--- src/rtl/irqc_pkg.sv ---
package irqc_pkg;
  typedef enum logic [1:0] {
    SEQ_IDLE = 2'd0,
    SEQ_BASE = 2'd1,
    SEQ_CASC = 2'd2,
    SEQ_MODE = 2'd3
  } seq_state_e;

  localparam logic [2:0] OP_ROT_OFF  = 3'd0;
  localparam logic [2:0] OP_NS_EOI   = 3'd1;
  localparam logic [2:0] OP_SP_EOI   = 3'd3;
  localparam logic [2:0] OP_ROT_ON   = 3'd4;
  localparam logic [2:0] OP_NS_ROT   = 3'd5;
  localparam logic [2:0] OP_SET_PRIO = 3'd6;
  localparam logic [2:0] OP_SP_ROT   = 3'd7;
endpackage

--- src/rtl/irqc_prio_pick.sv ---
module irqc_prio_pick #(
  parameter int N_IRQ = 8,
  parameter int IW    = $clog2(N_IRQ)
) (
  input  logic [N_IRQ-1:0] mask,
  input  logic [IW-1:0]    offset,
  output logic             hit,
  output logic [IW-1:0]    rank,
  output logic [IW-1:0]    line
);
  logic [2*N_IRQ-1:0] dbl;
  logic [N_IRQ-1:0]   rot;

  // bit p of rot is line (p + offset) mod N_IRQ
  assign dbl = {mask, mask} >> offset;
  assign rot = dbl[N_IRQ-1:0];

  always_comb begin
    hit  = 1'b0;
    rank = '0;
    for (int p = N_IRQ - 1; p >= 0; p--) begin
      if (rot[p]) begin
        hit  = 1'b1;
        rank = IW'(p);
      end
    end
  end

  assign line = rank + offset;
endmodule

--- src/rtl/irqc_init_seq.sv ---
module irqc_init_seq
  import irqc_pkg::*;
(
  input  logic       clk,
  input  logic       rst_n,
  input  logic       start,
  input  logic       single_in,
  input  logic       want_mode_in,
  input  logic       hi_wr,
  output seq_state_e state,
  output logic       mask_stb,
  output logic       base_stb,
  output logic       mode_stb
);
  logic single_q, want_mode_q;

  always_ff @(posedge clk) begin
    if (!rst_n) begin
      state       <= SEQ_IDLE;
      single_q    <= 1'b0;
      want_mode_q <= 1'b0;
    end else if (start) begin
      state       <= SEQ_BASE;
      single_q    <= single_in;
      want_mode_q <= want_mode_in;
    end else if (hi_wr) begin
      unique case (state)
        SEQ_BASE: state <= !single_q ? SEQ_CASC : (want_mode_q ? SEQ_MODE : SEQ_IDLE);
        SEQ_CASC: state <= want_mode_q ? SEQ_MODE : SEQ_IDLE;
        SEQ_MODE: state <= SEQ_IDLE;
        default:  state <= SEQ_IDLE;
      endcase
    end
  end

  assign mask_stb = hi_wr && (state == SEQ_IDLE);
  assign base_stb = hi_wr && (state == SEQ_BASE);
  assign mode_stb = hi_wr && (state == SEQ_MODE);
endmodule

--- src/rtl/irqc_regif.sv ---
module irqc_regif
  import irqc_pkg::*;
#(
  parameter int N_IRQ = 8,
  parameter int DW    = 8
) (
  input  logic                       clk,
  input  logic                       rst_n,
  input  logic                       wr_en,
  input  logic                       rd_en,
  input  logic                       addr,
  input  logic [DW-1:0]              wdata,
  output logic [DW-1:0]              rdata,
  input  logic [N_IRQ-1:0]           irr_set,
  input  logic [N_IRQ-1:0]           irr_clr,
  input  logic [N_IRQ-1:0]           level_sel,
  output logic [DW-1:0]              vec_base,
  output logic [$clog2(N_IRQ)-1:0]   prio_offset,
  output logic                       auto_eoi,
  output logic                       nest_special,
  output logic                       rotate_aeoi,
  output logic                       special_mask
  ,output logic                      init_busy
);
  localparam int IW = $clog2(N_IRQ);
  localparam logic [DW-1:0] BASE_KEEP = ~DW'((1 << IW) - 1);

  logic [N_IRQ-1:0] irr_q, isr_q, imr_q, irr_n, isr_n, imr_n;
  logic [IW-1:0]    off_q, off_n;
  logic [DW-1:0]    base_q, base_n;
  logic aeoi_q, sfn_q, rot_q, smm_q, rsel_q, poll_q;
  logic aeoi_n, sfn_n, rot_n, smm_n, rsel_n, poll_n;

  seq_state_e seq_state;
  logic       mask_stb, base_stb, mode_stb;

  logic       lo_wr, hi_wr, cmd_init, cmd_misc, cmd_eoi;
  logic [2:0] opc;
  logic [IW-1:0] sel_line;

  assign lo_wr    = wr_en && !addr;
  assign hi_wr    = wr_en && addr;
  assign cmd_init = lo_wr && wdata[4];
  assign cmd_misc = lo_wr && !wdata[4] && wdata[3];
  assign cmd_eoi  = lo_wr && !wdata[4] && !wdata[3];
  assign opc      = wdata[7:5];
  assign sel_line = wdata[IW-1:0];

  irqc_init_seq u_seq (
    .clk          (clk),
    .rst_n        (rst_n),
    .start        (cmd_init),
    .single_in    (wdata[1]),
    .want_mode_in (wdata[0]),
    .hi_wr        (hi_wr),
    .state        (seq_state),
    .mask_stb     (mask_stb),
    .base_stb     (base_stb),
    .mode_stb     (mode_stb)
  );

  // pending side and in-service side share one picker design
  logic [N_IRQ-1:0] req_mask, svc_mask;
  logic             req_hit, svc_hit, grant;
  logic [IW-1:0]    req_rank, req_line, svc_rank, svc_line;

  assign req_mask = irr_q & ~imr_q;
  assign svc_mask = smm_q ? (isr_q & ~imr_q) : isr_q;

  irqc_prio_pick #(.N_IRQ(N_IRQ), .IW(IW)) u_req (
    .mask(req_mask), .offset(off_q), .hit(req_hit), .rank(req_rank), .line(req_line)
  );
  irqc_prio_pick #(.N_IRQ(N_IRQ), .IW(IW)) u_svc (
    .mask(svc_mask), .offset(off_q), .hit(svc_hit), .rank(svc_rank), .line(svc_line)
  );

  assign grant = req_hit && (!svc_hit || (req_rank < svc_rank));

  always_comb begin
    if (poll_q)
      rdata = grant ? DW'(req_line) : {DW{1'b1}};
    else if (addr)
      rdata = DW'(imr_q);
    else
      rdata = rsel_q ? DW'(isr_q) : DW'(irr_q);
  end

  always_comb begin
    irr_n  = (irr_q | irr_set) & ~irr_clr;
    isr_n  = isr_q;
    imr_n  = imr_q;
    off_n  = off_q;
    base_n = base_q;
    aeoi_n = aeoi_q;
    sfn_n  = sfn_q;
    rot_n  = rot_q;
    smm_n  = smm_q;
    rsel_n = rsel_q;
    poll_n = poll_q;
    if (cmd_init) begin
      irr_n  = irr_q & level_sel;
      isr_n  = '0;
      imr_n  = '0;
      off_n  = '0;
      rot_n  = 1'b0;
      smm_n  = 1'b0;
      rsel_n = 1'b0;
      poll_n = 1'b0;
      if (!wdata[0]) begin
        aeoi_n = 1'b0;
        sfn_n  = 1'b0;
      end
    end else if (cmd_misc) begin
      if (wdata[2]) poll_n = 1'b1;
      if (wdata[1]) rsel_n = wdata[0];
      if (wdata[6]) smm_n  = wdata[5];
    end else if (cmd_eoi) begin
      unique case (opc)
        OP_ROT_OFF:  rot_n = 1'b0;
        OP_ROT_ON:   rot_n = 1'b1;
        OP_SET_PRIO: off_n = sel_line + IW'(1);
        OP_NS_EOI, OP_NS_ROT: begin
          if (svc_hit) begin
            isr_n[svc_line] = 1'b0;
            if (opc == OP_NS_ROT) off_n = svc_line + IW'(1);
          end
        end
        OP_SP_EOI, OP_SP_ROT: begin
          isr_n[sel_line] = 1'b0;
          if (opc == OP_SP_ROT) off_n = sel_line + IW'(1);
        end
        default: ;
      endcase
    end else if (mask_stb) begin
      imr_n = wdata[N_IRQ-1:0];
    end else if (base_stb) begin
      base_n = wdata & BASE_KEEP;
    end else if (mode_stb) begin
      sfn_n  = wdata[4];
      aeoi_n = wdata[1];
    end

    if (rd_en && poll_q) begin
      poll_n = 1'b0;
      if (grant) begin
        if (!level_sel[req_line]) irr_n[req_line] = 1'b0;
        if (!aeoi_q)    isr_n[req_line] = 1'b1;
        else if (rot_q) off_n = req_line + IW'(1);
      end
    end
  end

  always_ff @(posedge clk) begin
    if (!rst_n) begin
      irr_q  <= '0;
      isr_q  <= '0;
      imr_q  <= '0;
      off_q  <= '0;
      base_q <= '0;
      aeoi_q <= 1'b0;
      sfn_q  <= 1'b0;
      rot_q  <= 1'b0;
      smm_q  <= 1'b0;
      rsel_q <= 1'b0;
      poll_q <= 1'b0;
    end else begin
      irr_q  <= irr_n;
      isr_q  <= isr_n;
      imr_q  <= imr_n;
      off_q  <= off_n;
      base_q <= base_n;
      aeoi_q <= aeoi_n;
      sfn_q  <= sfn_n;
      rot_q  <= rot_n;
      smm_q  <= smm_n;
      rsel_q <= rsel_n;
      poll_q <= poll_n;
    end
  end

  assign vec_base     = base_q;
  assign prio_offset  = off_q;
  assign auto_eoi     = aeoi_q;
  assign nest_special = sfn_q;
  assign rotate_aeoi  = rot_q;
  assign special_mask = smm_q;
  assign init_busy    = (seq_state != SEQ_IDLE);
endmodule

--- config.mk ---
export PLATFORM = sky130hd
export DESIGN_NAME = irqc_regif
export DESIGN_NICKNAME = d
export VERILOG_FILES = /design/src/rtl/irqc_pkg.sv /design/src/rtl/irqc_prio_pick.sv /design/src/rtl/irqc_init_seq.sv /design/src/rtl/irqc_regif.sv
export SDC_FILE = /design/constraint.sdc
export NUM_CORES = 1
export LEC_CHECK = 0
export ABC_AREA = 1
export BUFFER_PORTS_ARGS = -buffer_cell sky130_fd_sc_hd__buf_2
export CORE_MARGIN = 10
export CORE_UTILIZATION = 35
export CTS_CLUSTER_DIAMETER = 150
export DETAILED_ROUTE_END_ITERATION = 7
export PLACE_DENSITY = 0.53
export SLEW_MARGIN = 15
export SYNTH_ARGS = -nofsm -noshare
export SYNTH_HDL_FRONTEND = slang
export SYNTH_SLANG_ARGS = --single-unit
--- constraint.sdc ---
create_clock -name clk -period 4.32 [get_ports clk]
set_input_delay 0.216 -clock clk [delete_from_list [all_inputs] [get_ports clk]]
set_output_delay 0.216 -clock clk [all_outputs]
set_load 0.005 [all_outputs]
==> results_dict.tcl <==
set metrics [dict create \
    outcome "completed" \
    max_freq_mhz 256 \
    core-area_mm2 0.0104 \
    path_class "reg2out" \
    synth_cell_types 48 \
    fill_cells 1168 \
    synth_ff_type "dfxtp_1" \
    via_per_inst 5.43 \
    grt_max_degree 21 \
    drt-pass1-iter-count 5 \
    crit_path_start_kind "flip-flop" \
    die_y_um 124 \
    hp-class "in2reg" \
    root_buffer "clkbuf_8" \
    rsz0062_at_grt "false" \
    h-tree-depth 2 \
    swShare_pct 39.9 \
    seqCellArea_um2 841 \
    ios 61 \
    drtAntennaViolNets 0 \
    maxSlewHeadroom_pct 42.3 \
    yosys_register_bits 42 \
    port_buffers 57 \
    syn_to_final_growth_pct 11.2 \
    drtIter0Drc 420 \
    hold_viol_final 0 \
    synth_area_leader_cell "dfxtp_1" \
    max-vdd-ir-drop_mv 0.135 \
    diodes 0 \
    tns_ps 0 \
    wl_per_cell_um 17.1 \
    die_w_um 124 \
    synth_area_mm2 0.00377 \
    cts_resized 0 \
    synth_area_per_cell_um2 6.21 \
    end_kind "output port" \
    ys_seq_area_share_pct 22.3 \
    vias 4276 \
    grt_pass1_vias 4076 \
    postCtsHoldBufs 0 \
    worstSkewPairLatency_ps 310 \
    yosysWarnings 0 \
    seqPwrFrac_pct 39.4 \
    fin_nets 701 \
    drive_above_1_share_pct 15.2 \
    cts_tree "done" \
    grt-ovfl-total 0 \
    r2r_slack_ps 590 \
    die-area_mm2 0.0153 \
    p_sw_uw 425 \
    worstMarginPinSlew_ps 863 \
    drc 0 \
    clock-sinks 42 \
    drt_wl_total_um 13500 \
    dpl.hpwl_um 10900 \
    fin_skew_ps 15.3 \
    grt_pass1_wl_um 21300 \
    maxSlewViolCount 0 \
    cp.arrival_ps 3700 \
    p_per_area_mw_per_mm2 254 \
    cts.clk_slew.worst_paths_ps 90 \
    synth_edf_count 0 \
    p_comb_share_pct 35.6 \
    synth_top_area_share_pct 22.3 \
    intPower_uw 640 \
    pwr-share-clk_pct 25.0 \
    maxCapViolCount 0 \
    place_congestion 0.939 \
    crit_required_ps 4100 \
    multi_input_area_mm2 0.00248 \
    period_share_pct 90.6 \
    leakagePower_nw 1.92 \
    setup_viol 0 \
    synthArstFlopShare_pct 0 \
    start_util_pct 36.2 \
    finalCriticalPeriod_ps 3910 \
    num_rows 37 \
    grt_use_total_pct 17.5 \
    cp_max_fo 18 \
    synthCells 607 \
    antenna_found_initial 0 \
    synth.area.top_cells "dfxtp_1 22%, nand3_1 14%, nand2_1 13%" \
    numCtsBuffers 5 \
    clockBufferDepth 2 \
    cts_setup_buffers 0 \
    timing.hold.ws_ps 176 \
]
## synthesized netlist by cell type, drive strengths merged, types with 6 or more instances
cell type and instances:
a21oi 51, o22ai 6, nand2 134, buf 17, a211oi 6, o21ai 49, nand4 8, clkbuf 10
inv 74, dfxtp 42, nor2 39, ha 11, nor3 7, nand3 115
## flip-flops by register name, indices dropped and copies added (netlist names)
signal             cells
imr_q                  8
irr_q                  8
isr_q                  8
vec_base               5
prio_offset            3
u_seq.state            2
auto_eoi               1
nest_special           1
poll_q                 1
rotate_aeoi            1
rsel_q                 1
special_mask           1
u_seq.single_q         1
u_seq.want_mode_q      1
## kinds of logic (layout without fill, tap and decap cells)
logic type	after synthesis	count (layout)	share of synthesized area (%)
buffers and inverters	101	144	12.0
other	1	3	0.0995
xor gates and xnor gates	4	4	1.43
and+or+nand+nor	306	306	37.9
adders and majority gates	13	13	4.72
DFF	42	42	22.3
AOI/OAI and AO/OA	139	139	21.3
muxes	1	1	0.266
## routing by layer
layer,up-vias,share of wire (%),track usage (%)
met3,14,6.5,3.21
met5,-,0,0
met2,143,46,28.8
li1,2156,-,-
met1,1963,46,23.3
met4,0,1.1,3.78
## cell usage in the layout (no fill, tap or decap), drive strengths merged, types with 8 or more instances in the layout
master / count
nand2: 134
nand3: 115
inv: 74
buf: 62
a21oi: 51
o21ai: 49
dfxtp: 42
nor2: 39
ha: 11
nand4: 8
## critical path, stage by stage, from the launching register on
cell	delay, ps
dfxtp_1	710
inv_6	180
nand3_1	160
nand3_1	90
o21ai_2	100
nand2_1	60
nand2_1	120
nand2_1	60
nand2_1	50
nand2_1	50
nand2_1	50
nand2_1	50
nand2_1	120
inv_1	60
ha_1	180
fa_1	370
xor2_1	360
xnor2_4	190
o221ai_1	260
buf_2	170
## final cells by class
cell class / instances / area share, %
sequential: 42 / 20.1
inverter: 74 / 6.81
timing repair buffer: 62 / 7.71
clock buffer: 6 / 1.73
clock inverter: 2 / 0.329
multi-input combinational: 466 / 59.3
tap: 136 / 4.06
## final timing paths
check,start,to,cells past startpoint
min,irr_clr[2],irr_q[2]$_SDFF_PN0_,4
min reg2reg,rotate_aeoi$_SDFFE_PP0P_,rotate_aeoi$_SDFFE_PP0P_,2
max reg2reg,prio_offset[0]$_SDFF_PN0_,irr_q[3]$_SDFF_PN0_,23
max,prio_offset[0]$_SDFF_PN0_,rdata[2],19
## metrics by stage
stage	utilization (%)	setup slack (ps)	cell area (um^2)	std cells	power (mW)
global placement	39.4	684	4100	780	0.801
floorplan	-	1290	3770	609	0.690
detailed placement	39.4	647	4100	780	0.804
CTS	40.2	415	4190	788	1.06
finish	40.2	408	4190	788	1.06
global route	40.2	137	4190	788	1.13
## power groups by stage
| stage | Clock [mW] | Combinational (mW) | Sequential [mW] |
|---|---|---|---|
| global placement | 0 | 0.373 | 0.428 |
| global route | 0.287 | 0.425 | 0.421 |
| floorplan | 0 | 0.270 | 0.419 |
| CTS | 0.267 | 0.377 | 0.419 |
| finish | 0.266 | 0.379 | 0.419 |
| detailed placement | 0 | 0.376 | 0.428 |
Note: power is estimated with default switching activity, not from simulation.
